**src/rtl/glue_pkg.sv**
```systemverilog
package glue_pkg;
  localparam logic [23:0] OVL_END   = 24'h000008;
  localparam logic [23:0] SYS_END   = 24'h000800;
  localparam logic [23:0] LOW_END   = 24'h200000;
  localparam logic [23:0] HIGH_END  = 24'h400000;
  localparam logic [23:0] ROM_BASE  = 24'hFC0000;
  localparam logic [23:0] ROM_END   = 24'hFF0000;
  localparam logic [23:0] PER_BASE  = 24'hFF8000;
  localparam logic [23:0] RATE_ADDR = 24'hFF820A;

  typedef enum logic [1:0] {
    RGN_NONE = 2'd0,
    RGN_ROM  = 2'd1,
    RGN_RAM  = 2'd2,
    RGN_PER  = 2'd3
  } region_e;
endpackage

```
**src/rtl/glue_decode.sv**
```systemverilog
module glue_decode
  import glue_pkg::*;
#(
  parameter int ADDR_W    = 24,
  parameter int ROM_OFF_W = 17
) (
  input  logic [ADDR_W-1:1]    addr_i,
  input  logic                 rw_i,
  input  logic                 super_i,
  input  logic                 two_banks_i,
  output region_e              region_o,
  output logic                 illegal_o,
  output logic                 rate_hit_o,
  output logic [ROM_OFF_W-1:0] rom_off_o
);
  logic [ADDR_W-1:0] baddr;
  logic ovl, rom, sys, low, high, per;

  assign baddr = {addr_i, 1'b0};

  always_comb begin
    ovl  = baddr < OVL_END;
    rom  = (baddr >= ROM_BASE) && (baddr < ROM_END);
    sys  = !ovl && (baddr < SYS_END);
    low  = !ovl && (baddr < LOW_END);
    high = (baddr >= LOW_END) && (baddr < HIGH_END);
    per  = baddr >= PER_BASE;

    illegal_o = ((ovl || rom) && !rw_i)
             || (sys && !super_i)
             || (high && !two_banks_i);

    if (ovl || rom)       region_o = RGN_ROM;
    else if (low || high) region_o = RGN_RAM;
    else if (per)         region_o = RGN_PER;
    else                  region_o = RGN_NONE;

    rate_hit_o = baddr == RATE_ADDR;
    // ROM base has zero in bits 17:0, so the offset is taken straight from the address
    rom_off_o  = (ovl || rom) ? addr_i[ROM_OFF_W:1] : '0;
  end
endmodule

```
**src/rtl/glue_berr_ctl.sv**
```systemverilog
module glue_berr_ctl #(
  parameter int TIMEOUT = 16
) (
  input  logic clk_i,
  input  logic rst_ni,
  input  logic as_i,
  input  logic dtack_i,
  input  logic illegal_i,
  output logic berr_o
);
  localparam int CNT_W = $clog2(TIMEOUT + 1);

  logic [CNT_W-1:0] cnt_q;
  logic             berr_q;
  logic             expire;

  assign expire = !dtack_i && (cnt_q == CNT_W'(TIMEOUT - 1));

  always_ff @(posedge clk_i or negedge rst_ni) begin
    if (!rst_ni) begin
      cnt_q  <= '0;
      berr_q <= 1'b0;
    end else begin
      if (!as_i)                    cnt_q <= '0;
      else if (!dtack_i && !berr_q) cnt_q <= cnt_q + 1'b1;
      berr_q <= as_i && (berr_q || illegal_i || expire);
    end
  end

  assign berr_o = berr_q;
endmodule

```
**src/rtl/glue_irq_enc.sv**
```systemverilog
module glue_irq_enc #(
  parameter int IPL_W = 2
) (
  input  logic             clk_i,
  input  logic             rst_ni,
  input  logic             mfp_i,
  input  logic             vsync_i,
  input  logic             hsync_i,
  output logic [IPL_W-1:0] ipl_o
);
  logic [IPL_W-1:0] lvl_d, lvl_q;

  always_comb begin
    if (hsync_i)      lvl_d = IPL_W'(3);
    else if (vsync_i) lvl_d = IPL_W'(2);
    else if (mfp_i)   lvl_d = IPL_W'(1);
    else              lvl_d = '0;
  end

  always_ff @(posedge clk_i or negedge rst_ni) begin
    if (!rst_ni) lvl_q <= '0;
    else         lvl_q <= lvl_d;
  end

  assign ipl_o = lvl_q;
endmodule

```
**src/rtl/glue_rate_reg.sv**
```systemverilog
module glue_rate_reg #(
  parameter int DATA_W  = 8,
  parameter int RATE_BIT = 1
) (
  input  logic              clk_i,
  input  logic              rst_ni,
  input  logic              wr_i,
  input  logic              rd_i,
  input  logic [DATA_W-1:0] data_i,
  output logic              hz50_o,
  output logic [DATA_W-1:0] rdata_o
);
  logic hz50_q;

  always_ff @(posedge clk_i or negedge rst_ni) begin
    if (!rst_ni)   hz50_q <= 1'b0;
    else if (wr_i) hz50_q <= data_i[RATE_BIT];
  end

  always_comb begin
    rdata_o = '0;
    if (rd_i) rdata_o[RATE_BIT] = hz50_q;
  end

  assign hz50_o = hz50_q;
endmodule

```
**src/rtl/glue_bus_sup.sv**
```systemverilog
module glue_bus_sup
  import glue_pkg::*;
#(
  parameter int ADDR_W    = 24,
  parameter int ROM_OFF_W = 17,
  parameter int DATA_W    = 8,
  parameter int IPL_W     = 2,
  parameter int TIMEOUT   = 16
) (
  input  logic                 clk_i,
  input  logic                 rst_ni,
  input  logic [ADDR_W-1:1]    addr_i,
  input  logic                 as_i,
  input  logic                 rw_i,
  input  logic                 uds_i,
  input  logic                 lds_i,
  input  logic                 super_i,
  input  logic                 dtack_i,
  input  logic                 two_banks_i,
  input  logic                 irq_mfp_i,
  input  logic                 irq_vsync_i,
  input  logic                 irq_hsync_i,
  input  logic [DATA_W-1:0]    data_i,
  output logic                 rom_sel_o,
  output logic                 ram_sel_o,
  output logic                 per_sel_o,
  output logic [ROM_OFF_W-1:0] rom_off_o,
  output logic                 dtack_o,
  output logic                 berr_o,
  output logic [IPL_W-1:0]     ipl_o,
  output logic                 hz50_o,
  output logic [DATA_W-1:0]    rdata_o
);
  region_e region;
  logic    illegal, rate_hit, cyc, ok, rate_acc;

  glue_decode #(.ADDR_W(ADDR_W), .ROM_OFF_W(ROM_OFF_W)) u_dec (
    .addr_i      (addr_i),
    .rw_i        (rw_i),
    .super_i     (super_i),
    .two_banks_i (two_banks_i),
    .region_o    (region),
    .illegal_o   (illegal),
    .rate_hit_o  (rate_hit),
    .rom_off_o   (rom_off_o)
  );

  assign cyc      = as_i && (uds_i || lds_i);
  assign ok       = cyc && !illegal;
  assign rom_sel_o = ok && (region == RGN_ROM);
  assign ram_sel_o = ok && (region == RGN_RAM);
  assign per_sel_o = ok && (region == RGN_PER);
  assign rate_acc = per_sel_o && rate_hit;
  // register cycles complete locally
  assign dtack_o  = dtack_i || rate_acc;

  glue_berr_ctl #(.TIMEOUT(TIMEOUT)) u_berr (
    .clk_i     (clk_i),
    .rst_ni    (rst_ni),
    .as_i      (as_i),
    .dtack_i   (dtack_o),
    .illegal_i (illegal),
    .berr_o    (berr_o)
  );

  glue_irq_enc #(.IPL_W(IPL_W)) u_irq (
    .clk_i   (clk_i),
    .rst_ni  (rst_ni),
    .mfp_i   (irq_mfp_i),
    .vsync_i (irq_vsync_i),
    .hsync_i (irq_hsync_i),
    .ipl_o   (ipl_o)
  );

  glue_rate_reg #(.DATA_W(DATA_W), .RATE_BIT(1)) u_rate (
    .clk_i   (clk_i),
    .rst_ni  (rst_ni),
    .wr_i    (rate_acc && !rw_i && uds_i),
    .rd_i    (rate_acc && rw_i && uds_i),
    .data_i  (data_i),
    .hz50_o  (hz50_o),
    .rdata_o (rdata_o)
  );
endmodule

```
**config.mk**
```make
export PLATFORM = sky130hd
export DESIGN_NAME = glue_bus_sup
export DESIGN_NICKNAME = d
export VERILOG_FILES = /design/src/rtl/glue_pkg.sv /design/src/rtl/glue_decode.sv /design/src/rtl/glue_berr_ctl.sv /design/src/rtl/glue_irq_enc.sv /design/src/rtl/glue_rate_reg.sv /design/src/rtl/glue_bus_sup.sv
export SDC_FILE = /design/constraint.sdc
export NUM_CORES = 1
export LEC_CHECK = 0
export CAP_MARGIN = 40
export CORE_UTILIZATION = 40
export CTS_CLUSTER_DIAMETER = 50
export DETAILED_ROUTE_END_ITERATION = 8
export DONT_BUFFER_PORTS = 1
export PLACE_DENSITY = 0.57
export SKIP_CTS_REPAIR_TIMING = 1
export SLEW_MARGIN = 20
export SYNTH_ARGS = -nofsm -noshare
export SYNTH_HDL_FRONTEND = slang
export SYNTH_HIERARCHICAL = 1
export SYNTH_SLANG_ARGS = --single-unit
```
**constraint.sdc**
```tcl
create_clock -name clk_i -period 3.4 [get_ports clk_i]
set_clock_uncertainty 0.2 [all_clocks]
set_input_delay 0.51 -clock clk_i [delete_from_list [all_inputs] [get_ports clk_i]]
set_output_delay 0.51 -clock clk_i [all_outputs]
set_load 0.02 [all_outputs]
```
**Yosys cells after proc, flatten, opt, wreduce, memory -nomap -nowiden**

Index checks and enable logic that the tools add are counted.
W data, S select, Z words.

- $lt $le $gt $ge: 8
- $add $sub $neg: 1
- Reductions and logical operators: 35
- Equal/unequal tests: 6
- Muxes and demuxes: 10

Operator list:

| kind | count |
|---|---|
| $ge A24 B24 Y1 const B | 2 |
| $ge A24 B22 Y1 const B | 1 |
| $lt A24 B12 Y1 const B | 1 |
| $lt A24 B22 Y1 const B | 1 |
| $lt A24 B23 Y1 const B | 1 |
| $lt A24 B24 Y1 const B | 1 |
| $lt A24 B4 Y1 const B | 1 |
| $eq A23 B23 Y1 const B | 1 |
| $logic_and A1 B1 Y1 | 20 |
| $mux W17 | 1 |
| $mux W2 | 5 |
| $mux W5 | 2 |
| $logic_or A1 B1 Y1 | 8 |
| $logic_not A1 Y1 | 7 |
| $add A5 B1 Y5 const B | 1 |
| $eq A5 B4 Y1 const B | 1 |
| $eq A2 B2 Y1 const B | 2 |
| $eq A2 B1 Y1 const B | 1 |
| $mux W1 | 2 |
| $ne A2 B1 Y1 const B | 1 |

- Input bits: 43
- Bits in registers: 9
- Word-level logic and storage cells: 64

**Logic depth before layout (Yosys ltp)**

- Depth in word-level cells: 15
- Gate-level depth with buffers: 10
- Gate-level depth less buffers: 9

**Modules after synthesis**

The synthesis kept the hierarchy.

Modules (own cells, without submodules):

| module | cells an instance | instances | area an instance (um^2) | sequential area each (um^2) |
|---|---|---|---|---|
| glue_berr_ctl | 27 | 1 | 312.8 | 150.1 |
| glue_decode | 46 | 1 | 300.3 | 0.0 |
| glue_rate_reg | 11 | 1 | 102.6 | 25.0 |
| glue_bus_sup | 11 | 1 | 88.8 | 0.0 |
| glue_irq_enc | 5 | 1 | 67.6 | 50.0 |

**Worst setup path before layout**

No wires, ideal clock.

- Kind: input to register
- Start: input addr_i[10] (netlist name)
- End: register u_berr.cnt_q[2]
- Path buffers: 0
- Setup time: 119 ps
- Cell stages on the path: 8
- Arrival time: 3045 ps
- Setup slack: 36 ps
- Path through: or4_4 -> or3_1 -> nor3_2 -> nand3_1 -> o31ai_1 -> nor3b_2 -> xor2_1 -> and2_1

- Elaborated cells on any way between the ends: 33

RTL lines:

| item | RTL line | text |
|---|---|---|
| start: declaration | glue_bus_sup.sv:12 | `input logic [ADDR_W-1:1] addr_i,` |
| $eq A23 B23 Y1 | glue_decode.sv:38 | `rate_hit_o = baddr == RATE_ADDR;` |
| named net rate_hit | glue_bus_sup.sv:35 | `logic illegal, rate_hit, cyc, ok, rate_acc;` |
| $logic_and A1 B1 Y1 | glue_bus_sup.sv:53 | `assign rate_acc = per_sel_o && rate_hit;` |
| $logic_or A1 B1 Y1 | glue_bus_sup.sv:55 | `assign dtack_o = dtack_i \|\| rate_acc;` |
| named net dtack_o | glue_bus_sup.sv:28 | `output logic dtack_o,` |
| $logic_not A1 Y1 | glue_berr_ctl.sv:25 | `else if (!dtack_i && !berr_q) cnt_q <= cnt_q + 1'b1;` |
| $logic_and A1 B1 Y1 | glue_berr_ctl.sv:25 |  |
| $ne A2 B1 Y1 (no source line) | - |  |
| end signal: assignment | glue_berr_ctl.sv:25 |  |
| end: declaration | glue_berr_ctl.sv:13 | `logic [CNT_W-1:0] cnt_q;` |

The timed path passes the listed nets, and every way through them passes these cells.
A chain may end at the register's enable or synchronous reset.

**Worst setup path in the final report**

- Start: input addr_i[10] (netlist name)
- End: output rdata_o[1]

- Elaborated cells on any way between the ends: 32

RTL lines:

| item | RTL line | text |
|---|---|---|
| $eq A23 B23 Y1 | glue_decode.sv:38 |  |
| named net rate_hit | glue_bus_sup.sv:35 |  |
| $logic_and A1 B1 Y1 | glue_bus_sup.sv:53 |  |
| $logic_and A1 B1 Y1 (2 in series) | glue_bus_sup.sv:79 | `.rd_i (rate_acc && rw_i && uds_i),` |
| $mux W1 | glue_rate_reg.sv:22 | `if (rd_i) rdata_o[RATE_BIT] = hz50_q;` |
| end: declaration | glue_bus_sup.sv:32 | `output logic [DATA_W-1:0] rdata_o` |

The timed path passes the listed nets, and every way through them passes these cells.

==> metrics.yaml <==
status:
  outcome: "finished, final reports clean"
clocking:
  cts_tree: "yes"
  cts.sinks: 9
  h-tree-depth: 1
  clock_path_buffers: 2
  cts_buffers: 3
  insertion_delay_ns: 0.26
  clk_root_buffer_cell: "clkbuf_4"
  clk_pin_slew_ns: 0.07
setup_path:
  path_max_fanout: 3
  crit_arrival_ns: 2.25
  critPathMaxStageDelay_ns: 0.53
  worst-path-stages: 6
  path_cells: "or4_4 -> or3_1 -> nor3_2 -> nand3_1 -> nor4_1 -> and2_1"
  critPathBufInv: 0
  cp_slowest_cell: "or4_4"
  cp-start-kind: "primary input"
  crit_path_end_kind: "output port"
  cp.required_ns: 2.69
  reg2regPathDepth: 5
  worstSetupPathType: "in2out"
  cp_top_family: "simple AND/OR/NAND/NOR gates"
finish:
  antenna_cells: 0
  area_delta_synth_final_pct: 6.026
  area.sequential_um2: 225.2
  design_area_um2: 924.6
  instances_no_fill: 133
  drive_gt1_frac: 0.1698
  nNetsFinal: 152
  multi_input_area_um2: 586.8
  final_core_util: 0.4619
  n_fill_cell: 215
logic_synthesis:
  yosys_warnings: 6
  synth_ff_type: "dfrtp_1"
  ys_types: 41
  synth_edf_count: 0
  syn_area_per_cell_um2: 8.721
  yosysSeqAreaShare: 0.2582
  synth_seq_cells: 9
  async_flop_share: 1.000
  syn_inst: 100
  synth_area_um2: 872.1
placement:
  place.gp.congestion: 0.7128
  port_buffers: 0
  dpl.hpwl_mm: 1.497
  dp.cells: 128
  dpl_cell_area_um2: 887.1
die:
  fp.dieW_um: 48.69
  die_h_um: 48.69
  rows: 16
  initial_core_util: 0.4356
  die-area_mm2: 0.002371
  num_io_pins: 76
  core-area_mm2: 0.002002
timing:
  drv_slew: 0
  period_minus_slack_ns: 2.958
  hold_viol: 0
  max_freq_ghz: 0.3381
  tightestPinTransition_ns: 0.5368
  setup_violations: 0
  tns_ns: 0
  finalCritPeriodShare: 0.8699
  slew_headroom: 0.6414
  rsz0062_at_grt: "no"
routing:
  wl_per_cell_um: 13.60
  routed_wl_mm: 1.809
  drt_iter0_drc: 7
  ant_nets: 0
  firstDrtPassIters: 4
  routed-via-count: 700
  vias_per_cell: 5.263
  drc_errors: 0
global_route:
  grt_pass1_vias: 632
  grt_max_degree: 17
  track_usage: 0.1487
  antenna_found_initial: 0
  grt.overflow.total: 0
  grt_pass1_wl_mm: 2.670
power_and_ir_drop:
  p_leak_nw: 0.4264
  ir_worst_vdd_mv: 0.1829
  power_density_mw_per_mm2: 261.5
  total_power_mw: 0.2418
job:
  drv_cap: 0
worst_hold_path:
  hold_path_class: "in2reg"
  min_path_cells: 1
metrics by stage:
step | hold slack (ns) | setup slack, ns
detailed placement | 0.01461 | 0.4096
global route | 0.1182 | 0.2899
global placement | 0.01465 | 0.4353
floorplan | 0.01441 | 0.03578
finish | 0.1358 | 0.4424
CTS | -0.2774 | 0.4028
cell usage after synthesis, drive strengths merged, types with 3 or more instances:
master / number / area (um^2)
and2: 20 / 125.1
buf: 8 / 63.81
dfrtp: 9 / 225.2
inv: 5 / 18.77
nand2: 9 / 33.78
nand4: 3 / 18.77
nor2: 5 / 33.78
nor3b: 5 / 42.54
nor4: 3 / 18.77
nor4b: 3 / 32.53
cell usage in the layout, fill, tap and decap left out, drive strengths merged, types with 3 or more instances in the layout:
master  count
nor2        5
nand2       9
clkbuf      3
dfrtp       9
nor4        3
inv         5
nor4b       3
and2       20
nor3b       5
buf         3
conb        7
nand4       3
sequential cells by signal (all words and copies together) (netlist names):
register	flops
u_berr/cnt_q	5
u_irq/ipl_o	2
u_berr/berr_o	1
u_rate/hz50_o	1
final timing paths:
check	from	endpoint	slack [ns]
worst max-delay path	addr_i[10]	rdata_o[1]	0.44
worst min-delay path	irq_hsync_i	u_irq/ipl_o[0]	0.14
worst max register to register	u_berr/cnt_q[0]	u_berr/berr_o	1.70
worst min register to register	u_berr/cnt_q[4]	u_berr/cnt_q[4]	0.33
max in group asynchronous	rst_ni	u_berr/berr_o	2.30
min in group asynchronous	rst_ni	u_berr/cnt_q[0]	0.41
power breakdown:
group          total, mW  switching (mW)  internal (mW)
combinational     0.0405          0.0249         0.0156
clock             0.0826          0.0393         0.0434
sequential         0.119         0.00642          0.112
per-layer routing:
metal  share of wire  global-route usage  up-vias
li1                -                   -      346
met1            0.43              0.1784      314
met2            0.48              0.2407       38
met3           0.088             0.05346        2
met4          0.0044             0.05882        0
met5               0                   0        -
area by class of cell:
type,instances,share of cell area
multi-input combinational,84,0.6346
sequential,9,0.2436
tap,27,0.03654
timing repair buffer,4,0.03518
clock buffer,3,0.02436
inverter,5,0.02030
clock inverter,1,0.005413
cells by family (layout without fill, tap and decap cells):
family,Yosys count,in the layout,share of synthesized area
other,1,7,0.004300
buffers and inverters,13,13,0.09469
DFF,9,9,0.2583
AOI/OAI and AO/OA,10,10,0.09326
and+or+nand+nor,61,61,0.4720
muxes,2,2,0.02869
xor gates and xnor gates,2,2,0.02009
adders and majority gates,2,2,0.02869
No activity file was read; power rests on OpenSTA's default activity.
